<file path="config.mk">
export PLATFORM = sky130hd
export DESIGN_NAME = canfd_rate_phase
export DESIGN_NICKNAME = d
export VERILOG_FILES = /design/src/rtl/canfd_phase_pkg.sv /design/src/rtl/canfd_ctrl_flags.sv /design/src/rtl/canfd_field_seq.sv /design/src/rtl/canfd_rate_sel.sv /design/src/rtl/canfd_rate_phase.sv
export SDC_FILE = /design/constraint.sdc
export NUM_CORES = 1
export LEC_CHECK = 0
export ABC_AREA = 1
export BUFFER_PORTS_ARGS = -buffer_cell sky130_fd_sc_hd__buf_2
export CORE_UTILIZATION = 45
export DETAILED_ROUTE_END_ITERATION = 8
export PLACE_DENSITY = 0.75
export SYNTH_ARGS = -nofsm -noshare
export SYNTH_HDL_FRONTEND = slang
export SYNTH_SLANG_ARGS = --single-unit
</file>
<file path="constraint.sdc">
create_clock -name clk_i -period 4.85 [get_ports clk_i]
set_clock_uncertainty 0.2 [all_clocks]
set_input_delay 1.455 -clock clk_i [delete_from_list [all_inputs] [get_ports clk_i]]
set_output_delay 1.455 -clock clk_i [all_outputs]
set_load 0.01 [all_outputs]
</file>
<file path="src/rtl/canfd_phase_pkg.sv">
package canfd_phase_pkg;
  localparam int unsigned FLD_W        = 5;
  localparam int unsigned BASE_ID_BITS = 11;
  localparam int unsigned EXT_ID_BITS  = 18;
  localparam int unsigned DLC_BITS     = 4;
  localparam int unsigned EOF_BITS     = 7;
  localparam int unsigned IFS_BITS     = 3;

  typedef enum logic [FLD_W-1:0] {
    FLD_IDLE    = 5'd0,
    FLD_ID_A    = 5'd1,
    FLD_SRR_RTR = 5'd2,
    FLD_IDE     = 5'd3,
    FLD_ID_B    = 5'd4,
    FLD_RTR_B   = 5'd5,
    FLD_FDF     = 5'd6,
    FLD_RES     = 5'd7,
    FLD_BRS     = 5'd8,
    FLD_ESI     = 5'd9,
    FLD_DLC     = 5'd10,
    FLD_DATA    = 5'd11,
    FLD_CRC     = 5'd12,
    FLD_CRC_DEL = 5'd13,
    FLD_ACK     = 5'd14,
    FLD_ACK_DEL = 5'd15,
    FLD_EOF     = 5'd16,
    FLD_IFS     = 5'd17
  } fld_e;
endpackage

</file>
<file path="src/rtl/canfd_ctrl_flags.sv">
module canfd_ctrl_flags
  import canfd_phase_pkg::*;
(
  input  logic clk_i,
  input  logic rst_ni,
  input  logic bit_stb_i,
  input  logic bus_bit_i,
  input  fld_e fld_i,
  output logic ide_o,
  output logic rtr_o,
  output logic fdf_o,
  output logic brs_o,
  output logic esi_o
);
  logic ide_q, rtr_q, fdf_q, brs_q, esi_q;

  always_ff @(posedge clk_i or negedge rst_ni) begin
    if (!rst_ni) begin
      ide_q <= 1'b0;
      rtr_q <= 1'b0;
      fdf_q <= 1'b0;
      brs_q <= 1'b0;
      esi_q <= 1'b0;
    end else if (bit_stb_i) begin
      case (fld_i)
        FLD_IDLE: if (!bus_bit_i) begin
          ide_q <= 1'b0;
          rtr_q <= 1'b0;
          fdf_q <= 1'b0;
          brs_q <= 1'b0;
          esi_q <= 1'b0;
        end
        FLD_SRR_RTR: rtr_q <= bus_bit_i;  // base remote bit; overwritten for extended ids
        FLD_IDE:     ide_q <= bus_bit_i;
        FLD_RTR_B:   rtr_q <= bus_bit_i;
        FLD_FDF:     fdf_q <= bus_bit_i;
        FLD_BRS:     brs_q <= bus_bit_i;
        FLD_ESI:     esi_q <= bus_bit_i;
        default: ;
      endcase
    end
  end

  assign ide_o = ide_q;
  assign rtr_o = rtr_q;
  assign fdf_o = fdf_q;
  assign brs_o = brs_q;
  assign esi_o = esi_q;

  AST_SOF_CLEARS_FLAGS: assert property (@(posedge clk_i) disable iff (!rst_ni)
    (bit_stb_i && fld_i == FLD_IDLE && !bus_bit_i) |=> (!fdf_q && !brs_q && !esi_q));
  AST_CLASSIC_NO_BRS: assert property (@(posedge clk_i) disable iff (!rst_ni)
    !fdf_q |-> (!brs_q && !esi_q));
endmodule

</file>
<file path="src/rtl/canfd_field_seq.sv">
module canfd_field_seq
  import canfd_phase_pkg::*;
#(
  parameter int unsigned MAX_BYTES = 64,
  parameter int unsigned CRC_MAX   = 21,
  localparam int unsigned BYTES_W  = $clog2(MAX_BYTES + 1),
  localparam int unsigned CRC_W    = $clog2(CRC_MAX + 1)
) (
  input  logic               clk_i,
  input  logic               rst_ni,
  input  logic               bit_stb_i,
  input  logic               bus_bit_i,
  input  logic [BYTES_W-1:0] pay_bytes_i,
  input  logic [CRC_W-1:0]   crc_len_i,
  input  logic               ide_i,
  input  logic               rtr_i,
  input  logic               fdf_i,
  output fld_e               fld_o
);
  localparam int unsigned DATA_MAX = MAX_BYTES * 8;
  localparam int unsigned LEN_MAX  = (DATA_MAX > 32) ? DATA_MAX : 32;
  localparam int unsigned CNT_W    = $clog2(LEN_MAX);
  localparam int unsigned LEN_W    = CNT_W + 1;

  fld_e             fld_q, fld_d, nf;
  logic [CNT_W-1:0] cnt_q, cnt_d;
  logic [LEN_W-1:0] len;

  // field of the next bit, and its length
  always_comb begin
    nf  = FLD_IDLE;
    len = LEN_W'(1);
    case (fld_q)
      FLD_IDLE:    if (!bus_bit_i) begin nf = FLD_ID_A; len = LEN_W'(BASE_ID_BITS); end
      FLD_ID_A:    nf = FLD_SRR_RTR;
      FLD_SRR_RTR: nf = FLD_IDE;
      FLD_IDE:     if (bus_bit_i) begin nf = FLD_ID_B; len = LEN_W'(EXT_ID_BITS); end
                   else nf = FLD_FDF;
      FLD_ID_B:    nf = FLD_RTR_B;
      FLD_RTR_B:   nf = FLD_FDF;
      FLD_FDF:     if (bus_bit_i || ide_i) nf = FLD_RES;
                   else begin nf = FLD_DLC; len = LEN_W'(DLC_BITS); end
      FLD_RES:     if (fdf_i) nf = FLD_BRS;
                   else begin nf = FLD_DLC; len = LEN_W'(DLC_BITS); end
      FLD_BRS:     nf = FLD_ESI;
      FLD_ESI:     begin nf = FLD_DLC; len = LEN_W'(DLC_BITS); end
      FLD_DLC:     if ((rtr_i && !fdf_i) || pay_bytes_i == '0) begin
                     nf = FLD_CRC; len = LEN_W'(crc_len_i);
                   end else begin
                     nf = FLD_DATA; len = LEN_W'({pay_bytes_i, 3'b000});
                   end
      FLD_DATA:    begin nf = FLD_CRC; len = LEN_W'(crc_len_i); end
      FLD_CRC:     nf = FLD_CRC_DEL;
      FLD_CRC_DEL: nf = FLD_ACK;
      FLD_ACK:     nf = FLD_ACK_DEL;
      FLD_ACK_DEL: begin nf = FLD_EOF; len = LEN_W'(EOF_BITS); end
      FLD_EOF:     begin nf = FLD_IFS; len = LEN_W'(IFS_BITS); end
      FLD_IFS:     nf = FLD_IDLE;
      default:     nf = FLD_IDLE;
    endcase
  end

  always_comb begin
    fld_d = fld_q;
    cnt_d = cnt_q;
    if (bit_stb_i) begin
      if (cnt_q != '0) begin
        cnt_d = cnt_q - 1'b1;
      end else begin
        fld_d = nf;
        cnt_d = CNT_W'(len - 1'b1);
      end
    end
  end

  always_ff @(posedge clk_i or negedge rst_ni) begin
    if (!rst_ni) begin
      fld_q <= FLD_IDLE;
      cnt_q <= '0;
    end else begin
      fld_q <= fld_d;
      cnt_q <= cnt_d;
    end
  end

  assign fld_o = fld_q;

  AST_HOLD_NO_STROBE: assert property (@(posedge clk_i) disable iff (!rst_ni)
    !bit_stb_i |=> $stable(fld_q));
  AST_SOF_ENTERS_ID: assert property (@(posedge clk_i) disable iff (!rst_ni)
    (bit_stb_i && fld_q == FLD_IDLE && !bus_bit_i) |=> fld_q == FLD_ID_A);
  AST_EMPTY_SKIPS_DATA: assert property (@(posedge clk_i) disable iff (!rst_ni)
    (bit_stb_i && fld_q == FLD_DLC && cnt_q == '0 && pay_bytes_i == '0) |=> fld_q == FLD_CRC);
  AST_IFS_TO_IDLE: assert property (@(posedge clk_i) disable iff (!rst_ni)
    (fld_q == FLD_IDLE && $past(fld_q) != FLD_IDLE) |-> $past(fld_q) == FLD_IFS);
endmodule

</file>
<file path="src/rtl/canfd_rate_sel.sv">
module canfd_rate_sel
  import canfd_phase_pkg::*;
(
  input  fld_e fld_i,
  input  logic fdf_i,
  input  logic brs_i,
  output logic phase_data_o
);
  logic fast_fld;

  always_comb begin
    case (fld_i)
      FLD_ESI, FLD_DLC, FLD_DATA, FLD_CRC: fast_fld = 1'b1;
      default:                             fast_fld = 1'b0;
    endcase
  end

  assign phase_data_o = fdf_i & brs_i & fast_fld;
endmodule

</file>
<file path="src/rtl/canfd_rate_phase.sv">
module canfd_rate_phase
  import canfd_phase_pkg::*;
#(
  parameter int unsigned MAX_BYTES = 64,
  parameter int unsigned CRC_MAX   = 21,
  localparam int unsigned BYTES_W  = $clog2(MAX_BYTES + 1),
  localparam int unsigned CRC_W    = $clog2(CRC_MAX + 1)
) (
  input  logic               clk_i,
  input  logic               rst_ni,
  input  logic               bit_stb_i,
  input  logic               bus_bit_i,
  input  logic [BYTES_W-1:0] pay_bytes_i,
  input  logic [CRC_W-1:0]   crc_len_i,
  output logic               phase_data_o,
  output logic [FLD_W-1:0]   field_o,
  output logic               fdf_o,
  output logic               brs_o,
  output logic               esi_o
);
  fld_e fld;
  logic ide, rtr, fdf, brs, esi;

  canfd_field_seq #(
    .MAX_BYTES (MAX_BYTES),
    .CRC_MAX   (CRC_MAX)
  ) u_seq (
    .clk_i       (clk_i),
    .rst_ni      (rst_ni),
    .bit_stb_i   (bit_stb_i),
    .bus_bit_i   (bus_bit_i),
    .pay_bytes_i (pay_bytes_i),
    .crc_len_i   (crc_len_i),
    .ide_i       (ide),
    .rtr_i       (rtr),
    .fdf_i       (fdf),
    .fld_o       (fld)
  );

  canfd_ctrl_flags u_flags (
    .clk_i     (clk_i),
    .rst_ni    (rst_ni),
    .bit_stb_i (bit_stb_i),
    .bus_bit_i (bus_bit_i),
    .fld_i     (fld),
    .ide_o     (ide),
    .rtr_o     (rtr),
    .fdf_o     (fdf),
    .brs_o     (brs),
    .esi_o     (esi)
  );

  canfd_rate_sel u_rate (
    .fld_i        (fld),
    .fdf_i        (fdf),
    .brs_i        (brs),
    .phase_data_o (phase_data_o)
  );

  assign field_o = fld;
  assign fdf_o   = fdf;
  assign brs_o   = brs;
  assign esi_o   = esi;

  AST_RISE_AFTER_BRS: assert property (@(posedge clk_i) disable iff (!rst_ni)
    $rose(phase_data_o) |-> ($past(fld) == FLD_BRS && fld == FLD_ESI));
  AST_FALL_AT_DELIM: assert property (@(posedge clk_i) disable iff (!rst_ni)
    $fell(phase_data_o) |-> fld == FLD_CRC_DEL);
  AST_FAST_NEEDS_FD_BRS: assert property (@(posedge clk_i) disable iff (!rst_ni)
    phase_data_o |-> (fdf && brs));
  AST_ACK_NOMINAL: assert property (@(posedge clk_i) disable iff (!rst_ni)
    (fld == FLD_ACK || fld == FLD_EOF || fld == FLD_IDLE) |-> !phase_data_o);
endmodule

</file>
# Word level (Yosys, flattened, before mapping)
# Cells that the tools add are included.
dict set report classes {
  n_addsub 2
  n_eq_ne 17
  n_mux 20
  bitwise 3
  n_reduce_logical 20
}
# cell count
set op_table {}
lappend op_table {{$pmux W5 S17} 1}
lappend op_table {{$pmux W9 S9} 1}
lappend op_table {{$eq A5 B4 Y1 const B} 8}
lappend op_table {{$eq A5 B3 Y1 const B} 4}
lappend op_table {{$mux W9} 2}
lappend op_table {{$sub A9 B1 Y9 const B} 2}
lappend op_table {{$reduce_and A3 Y1} 5}
lappend op_table {{$eq A5 B2 Y1 const B} 2}
lappend op_table {{$pmux W1 S2} 5}
lappend op_table {{$reduce_bool A2 Y1} 5}
lappend op_table {{$mux W3} 3}
lappend op_table {{$reduce_bool A9 Y1} 1}
lappend op_table {{$mux W4} 2}
lappend op_table {{$logic_not A7 Y1} 1}
lappend op_table {{$eq A5 B1 Y1 const B} 1}
lappend op_table {{$eq A5 B5 Y1 const B} 1}
lappend op_table {{$logic_not A5 Y1} 1}
lappend op_table {{$mux W5} 1}
lappend op_table {{$mux W2} 2}
lappend op_table {{$reduce_or A4 Y1} 1}
lappend op_table {{$mux W1} 3}
lappend op_table {{$and A1 B1 Y1} 2}
lappend op_table {{$logic_or A1 B1 Y1} 2}
lappend op_table {{$ne A2 B2 Y1 const B} 1}
lappend op_table {{other kinds (5)} 5}
dict set report word_totals {
  reg_bits 19
  input_bits 16
  output_inout_bits 9
  wordCells 69
}

# Longest topological paths before layout
dict set report depth {
  ltp_word 7
  mapped_depth 17
  ltp_nobuf 17
}

# Modules after synthesis
# A second synthesis with hierarchy kept.
dict set report unflattened {
  hier_cells 286
  hier_area_um2 1759.2
}
# mod n_inst cells_each area_each_um2 seq_area_each_um2
set by_module_without_submodules {}
lappend by_module_without_submodules {canfd_field_seq 1 224 1358.8 350.3}
lappend by_module_without_submodules {canfd_ctrl_flags 1 54 365.4 125.1}
lappend by_module_without_submodules {canfd_rate_sel 1 8 35.0 0.0}

# Worst setup path after synthesis
# OpenSTA, ideal clock, no wires.
dict set report synth_timing {
  path_kind {input-to-reg}
  start {in pay_bytes_i[0]}
  end {reg u_seq.cnt_q[8]}
  setup_time_ns 0.113
  t_arrival_ns 2.872
  required_time_ns 4.537
  slack_ns 1.665
  stages 17
  n_path_buf 0
  cell_sequence {nor2_1 > nand2_1 > o21ai_1 > nand2_1 > nand2_1 > nand2_1 > nand2_1 > nand2_1 > nand2_2 > inv_1 > ha_1 > nand3_1 > nor2_4 > nand3_1 > nand2_1 > nand2_1 > inv_1}
}
dict set report synth_between {
  elab_chain_cells 6
}
# item line
set synth_lines {}
lappend synth_lines {{from (decl)} canfd_rate_phase.sv:13} ;# input logic [BYTES_W-1:0] pay_bytes_i,
lappend synth_lines {{$logic_not A7 Y1} canfd_field_seq.sv:47} ;# FLD_DLC: if ((rtr_i && !fdf_i) || pay_bytes_i == '0) begin
lappend synth_lines {{$logic_or A1 B1 Y1} canfd_field_seq.sv:47}
lappend synth_lines {{$mux W9 (*)} canfd_field_seq.sv:47}
lappend synth_lines {{$pmux W9 S9 (*)} canfd_field_seq.sv:33} ;# case (fld_q)
lappend synth_lines {{$sub A9 B1 Y9 (*)} canfd_field_seq.sv:71} ;# cnt_d = CNT_W'(len - 1'b1);
lappend synth_lines {{$mux W9 (*)} canfd_field_seq.sv:67} ;# if (cnt_q != '0) begin
lappend synth_lines {{to (signal assigned)} canfd_field_seq.sv:82} ;# cnt_q <= cnt_d;
lappend synth_lines {{to (decl)} canfd_field_seq.sv:26} ;# logic [CNT_W-1:0] cnt_q, cnt_d;
# Mark *: on every way between the ends. The rest lies on a longest branch, timed or not.
# A chain may end at the register's enable or synchronous reset.

# Worst setup path after layout
dict set report layout_timing {
  start {reg u_seq.fld_q[0], in the netlist u_seq.fld_o[0]}
  end {out phase_data_o}
}
dict set report layout_between {
  elab_chain_cells 4
  word_cells_on_any_way 7
  classes_between {4 x eq/ne; 1 x mux; 1 x bitwise; 1 x reduce/logical}
}
# item line
set layout_lines {}
lappend layout_lines {{from (decl)} canfd_field_seq.sv:25} ;# fld_e fld_q, fld_d, nf;
lappend layout_lines {{from (signal assigned)} canfd_field_seq.sv:81} ;# fld_q <= fld_d;
lappend layout_lines {{$eq A5 B4 Y1} canfd_rate_sel.sv:12} ;# case (fld_i)
lappend layout_lines {{$reduce_or A4 Y1 (*)} canfd_rate_sel.sv:12}
lappend layout_lines {{$mux W1 (*)} canfd_rate_sel.sv:12}
lappend layout_lines {{$and A1 B1 Y1 (*)} canfd_rate_sel.sv:18} ;# assign phase_data_o = fdf_i & brs_i & fast_fld;
lappend layout_lines {{to (decl)} canfd_rate_phase.sv:15} ;# output logic phase_data_o,
# Marked as above.

==> metrics.md <==
| Metric | Value |
|---|---|
| Cell count after synthesis | 258 |
| Hold Crit Class | reg2reg |
| DRC violations left | 0 |
| Fillers | 351 |
| CTS tree | done |
| Overall Power | 0.432 mW |
| Tot GR Track Use | 23.5% |
| Worst-path maximum fanout | 7 |
| Longest Clk Path Bufs | 2 |
| Post-Route WL | roughly 4100 microns |
| PortBufs | 24 |
| Warnings from Yosys | 0 |
| Worst setup EP type | output port |
| Cell area after layout | 1840 sq um |
| Power Dens Cells | 234 nW/um^2 |
| Nets | 303 |
| Reg2reg setup slack | 2320 ps |
| First-pass GRT wire length | about 7300 microns |
| Peak Freq | 290 MHz |
| Hold Crit Depth | 2 |
| Element type at the critical path start | flip-flop |
| Outcome | finished clean |
| Post-DP HPWL | 3280 microns |
| Gr ovfl total | 0 |
| Vias per cell | 5.09 |
| Relative slew slack | between 60% and 70% |
| Min Tclk post-route | 3450 ps |
| Post-CTS Setup Bufs | 0 |
| RSZ-0062 raised after global routing | no |
| Initial antenna violation count | 0 |
| Hold Crit Endpoint | u_seq.cnt_q[3] |
| Vias in the first global route | 1587 |
| Die Width | 62.5 microns |
| Starting Density | 48.2% |
| Die area | 3910 sq um |
| Actual slew at the worst max-slew pin | 456 ps |
| CP peak stage delay | 420 ps |
| Hold path start | u_seq.cnt_q[3] |
| Core area | roughly 3400 sq um |
| Critical path class | reg2out |
| Largest net degree at the start of global routing | 20 |
| Worst vdd ir | approximately 0.15 mV |
| Syn-to-layout area delta | 11.9% |
| Layout cell share with drive strength beyond 1 | 21.4% |
| Max cap viols | 0 |
| Setup WS pre-CTS | 1360 ps |
| Cells after DPL | 327 |
| Layout Cells excl Fill | 331 |
| CTS Sinks | 19 |
| Origin of the worst setup path | u_seq.fld_o[0] |
| Later-pin clock latency in the skew report | 300 ps |
| H-tree depth | 1 |
| Worst Path Arrival | approximately 1800 ps |
| Post-DRT Antenna Nets | 0 |
| Worst flop-to-flop path startpoint | u_seq.fld_o[2] |
| Post-synthesis sequential area ratio | 28.9% |
| Final setup fails | 0 |
| Post-Syn Area | 1650 sq um |
| Reg2Reg Capture Point | u_seq.cnt_q[8] |
| Placed Area | 1820 sq um |
| Slew Limit Fails | 0 |
| Yosys reg bits | 19 |
| DR iter-0 viols | 125 |
| Routed via count | 1685 |
| Mapped Nets | 275 |
| Final Hold Vio Count | 0 |
| Io pins | 25 |
| Chip Height | 62.5 microns |
| Slowest CP cell | dfrtp_1 |
| Worst r2r path cells | 17 |
| Rows | 21 |
| Hold buffers post-CTS | 0 |
| Routed WL per cell | roughly 12 microns |
| CTS root buf | clkbuf_4 |
| Final worst slack | 1400 ps |
| Clock buffer count from CTS | 3 |
| Gpl congestion | 0.982 |
| Synth cell types | 30 |
| Avg Cell Area, Syn | about 6.4 sq um |
| Final period util | a little under three quarters |
| Sum Neg Setup Slack | 0 ps |
| Pre-antenna DRT Iters | 4 |
| Lkg Pwr | 0.974 nW |
| CTS clk-pin slew, worst paths | 120 ps |
| Worst Path Required | 3190 ps |
| CP Cell Sequence | inv_1 -> nand2_1 -> nor2_4 -> nor4_1 -> nor3_1 -> buf_2 |
| Number of gates resized after cts | 0 |
| ANT cells | 0 |
layout make-up:
| class | count | area, sq um | share of cell area, % |
|---|---|---|---|
| sequential | 19 | 475 | 25.8 |
| multi-input combinational | 189 | 980 | 53.2 |
| timing repair buffer | 24 | 120 | 6.52 |
| clock buffer | 4 | 26.3 | 1.43 |
| inverter | 49 | 184 | 9.98 |
| tap | 46 | 57.6 | 3.12 |
per-stage QoR:
stage,hold slack (ps),utilization (%)
finish,332,54.0
global route,352,54.0
CTS,336,54.0
detailed placement,308,53.2
global placement,295,53.2
floorplan,271,-
state kept, by name, indices dropped and copies added (netlist names):
signal	count
u_flags.ide_o	1
u_flags.brs_o	1
u_flags.rtr_o	1
u_seq.cnt_q	9
u_seq.fld_o	5
u_flags.esi_o	1
u_flags.fdf_o	1
cell usage in the layout, fill, tap and decap left out, drive strengths merged:
cell / netlist / routed
nor3b: 1 / 1
dfrtp: 19 / 19
a21oi: 5 / 5
inv: 49 / 49
o22ai: 3 / 3
o41ai: 1 / 1
nor3: 8 / 8
or2: 1 / 1
clkbuf: 1 / 4
ha: 1 / 1
nor4: 1 / 1
buf: 0 / 24
nand2: 68 / 68
nor2: 40 / 40
nand4: 6 / 6
and2: 1 / 1
a31oi: 1 / 1
a21o: 1 / 1
nand3: 30 / 30
o21ai: 18 / 18
o21a: 1 / 1
o31ai: 2 / 2
per-layer routing:
layer	track usage (%)	share of wire, %
met4	5.23	1.1
met3	3.10	6.6
met2	35.1	42
met1	35.7	50
met5	0	0
kinds of logic (layout without fill, tap and decap cells):
| family | Yosys count | after routing | synth area share [%] |
|---|---|---|---|
| AND/OR/NAND/NOR | 156 | 156 | 47.1 |
| adder cells (fa/ha/maj) | 1 | 1 | 0.760 |
| buffers and inverters | 50 | 77 | 11.6 |
| AO/OA/AOI/OAI | 32 | 32 | 11.6 |
| flip-flops | 19 | 19 | 28.9 |
critical path: cells and delay by family (launching register included):
kind,cells,cell delay [ps]
buffers and inverters,2,220
DFF,1,420
and+or+nand+nor,4,850
worst max-delay path by stage:
stage	depth (start not counted)	endpoint
4_1_cts	6	phase_data_o
3_3_place_gp	18	u_seq.cnt_q[8]
3_5_place_dp	18	u_seq.cnt_q[8]
2_1_floorplan	17	u_seq.cnt_q[8]
6_report	6	phase_data_o
5_1_grt	6	phase_data_o
cell usage after synthesis (all sizes together):
library cell | number | area share [%]
a21o | 1 | 0.53
ha | 1 | 0.76
nor2 | 40 | 12
o21ai | 18 | 6.2
and2 | 1 | 0.53
nand3 | 30 | 11
inv | 49 | 11
nor3 | 8 | 3.1
dfrtp | 19 | 29
clkbuf | 1 | 0.46
or2 | 1 | 0.38
o41ai | 1 | 0.53
o31ai | 2 | 0.91
nor3b | 1 | 0.76
a31oi | 1 | 0.38
o22ai | 3 | 1.1
nor4 | 1 | 0.38
nand2 | 68 | 16
nand4 | 6 | 2.3
o21a | 1 | 0.46
a21oi | 5 | 1.5
power breakdown:
group	switching (mW)	leakage, nW	internal, mW
sequential	0.0150	0.207	0.182
combinational	0.0961	0.751	0.0520
clock	0.0546	0.0150	0.0320
total	0.166	0.974	0.266
(Power assumes the default switching activity.)
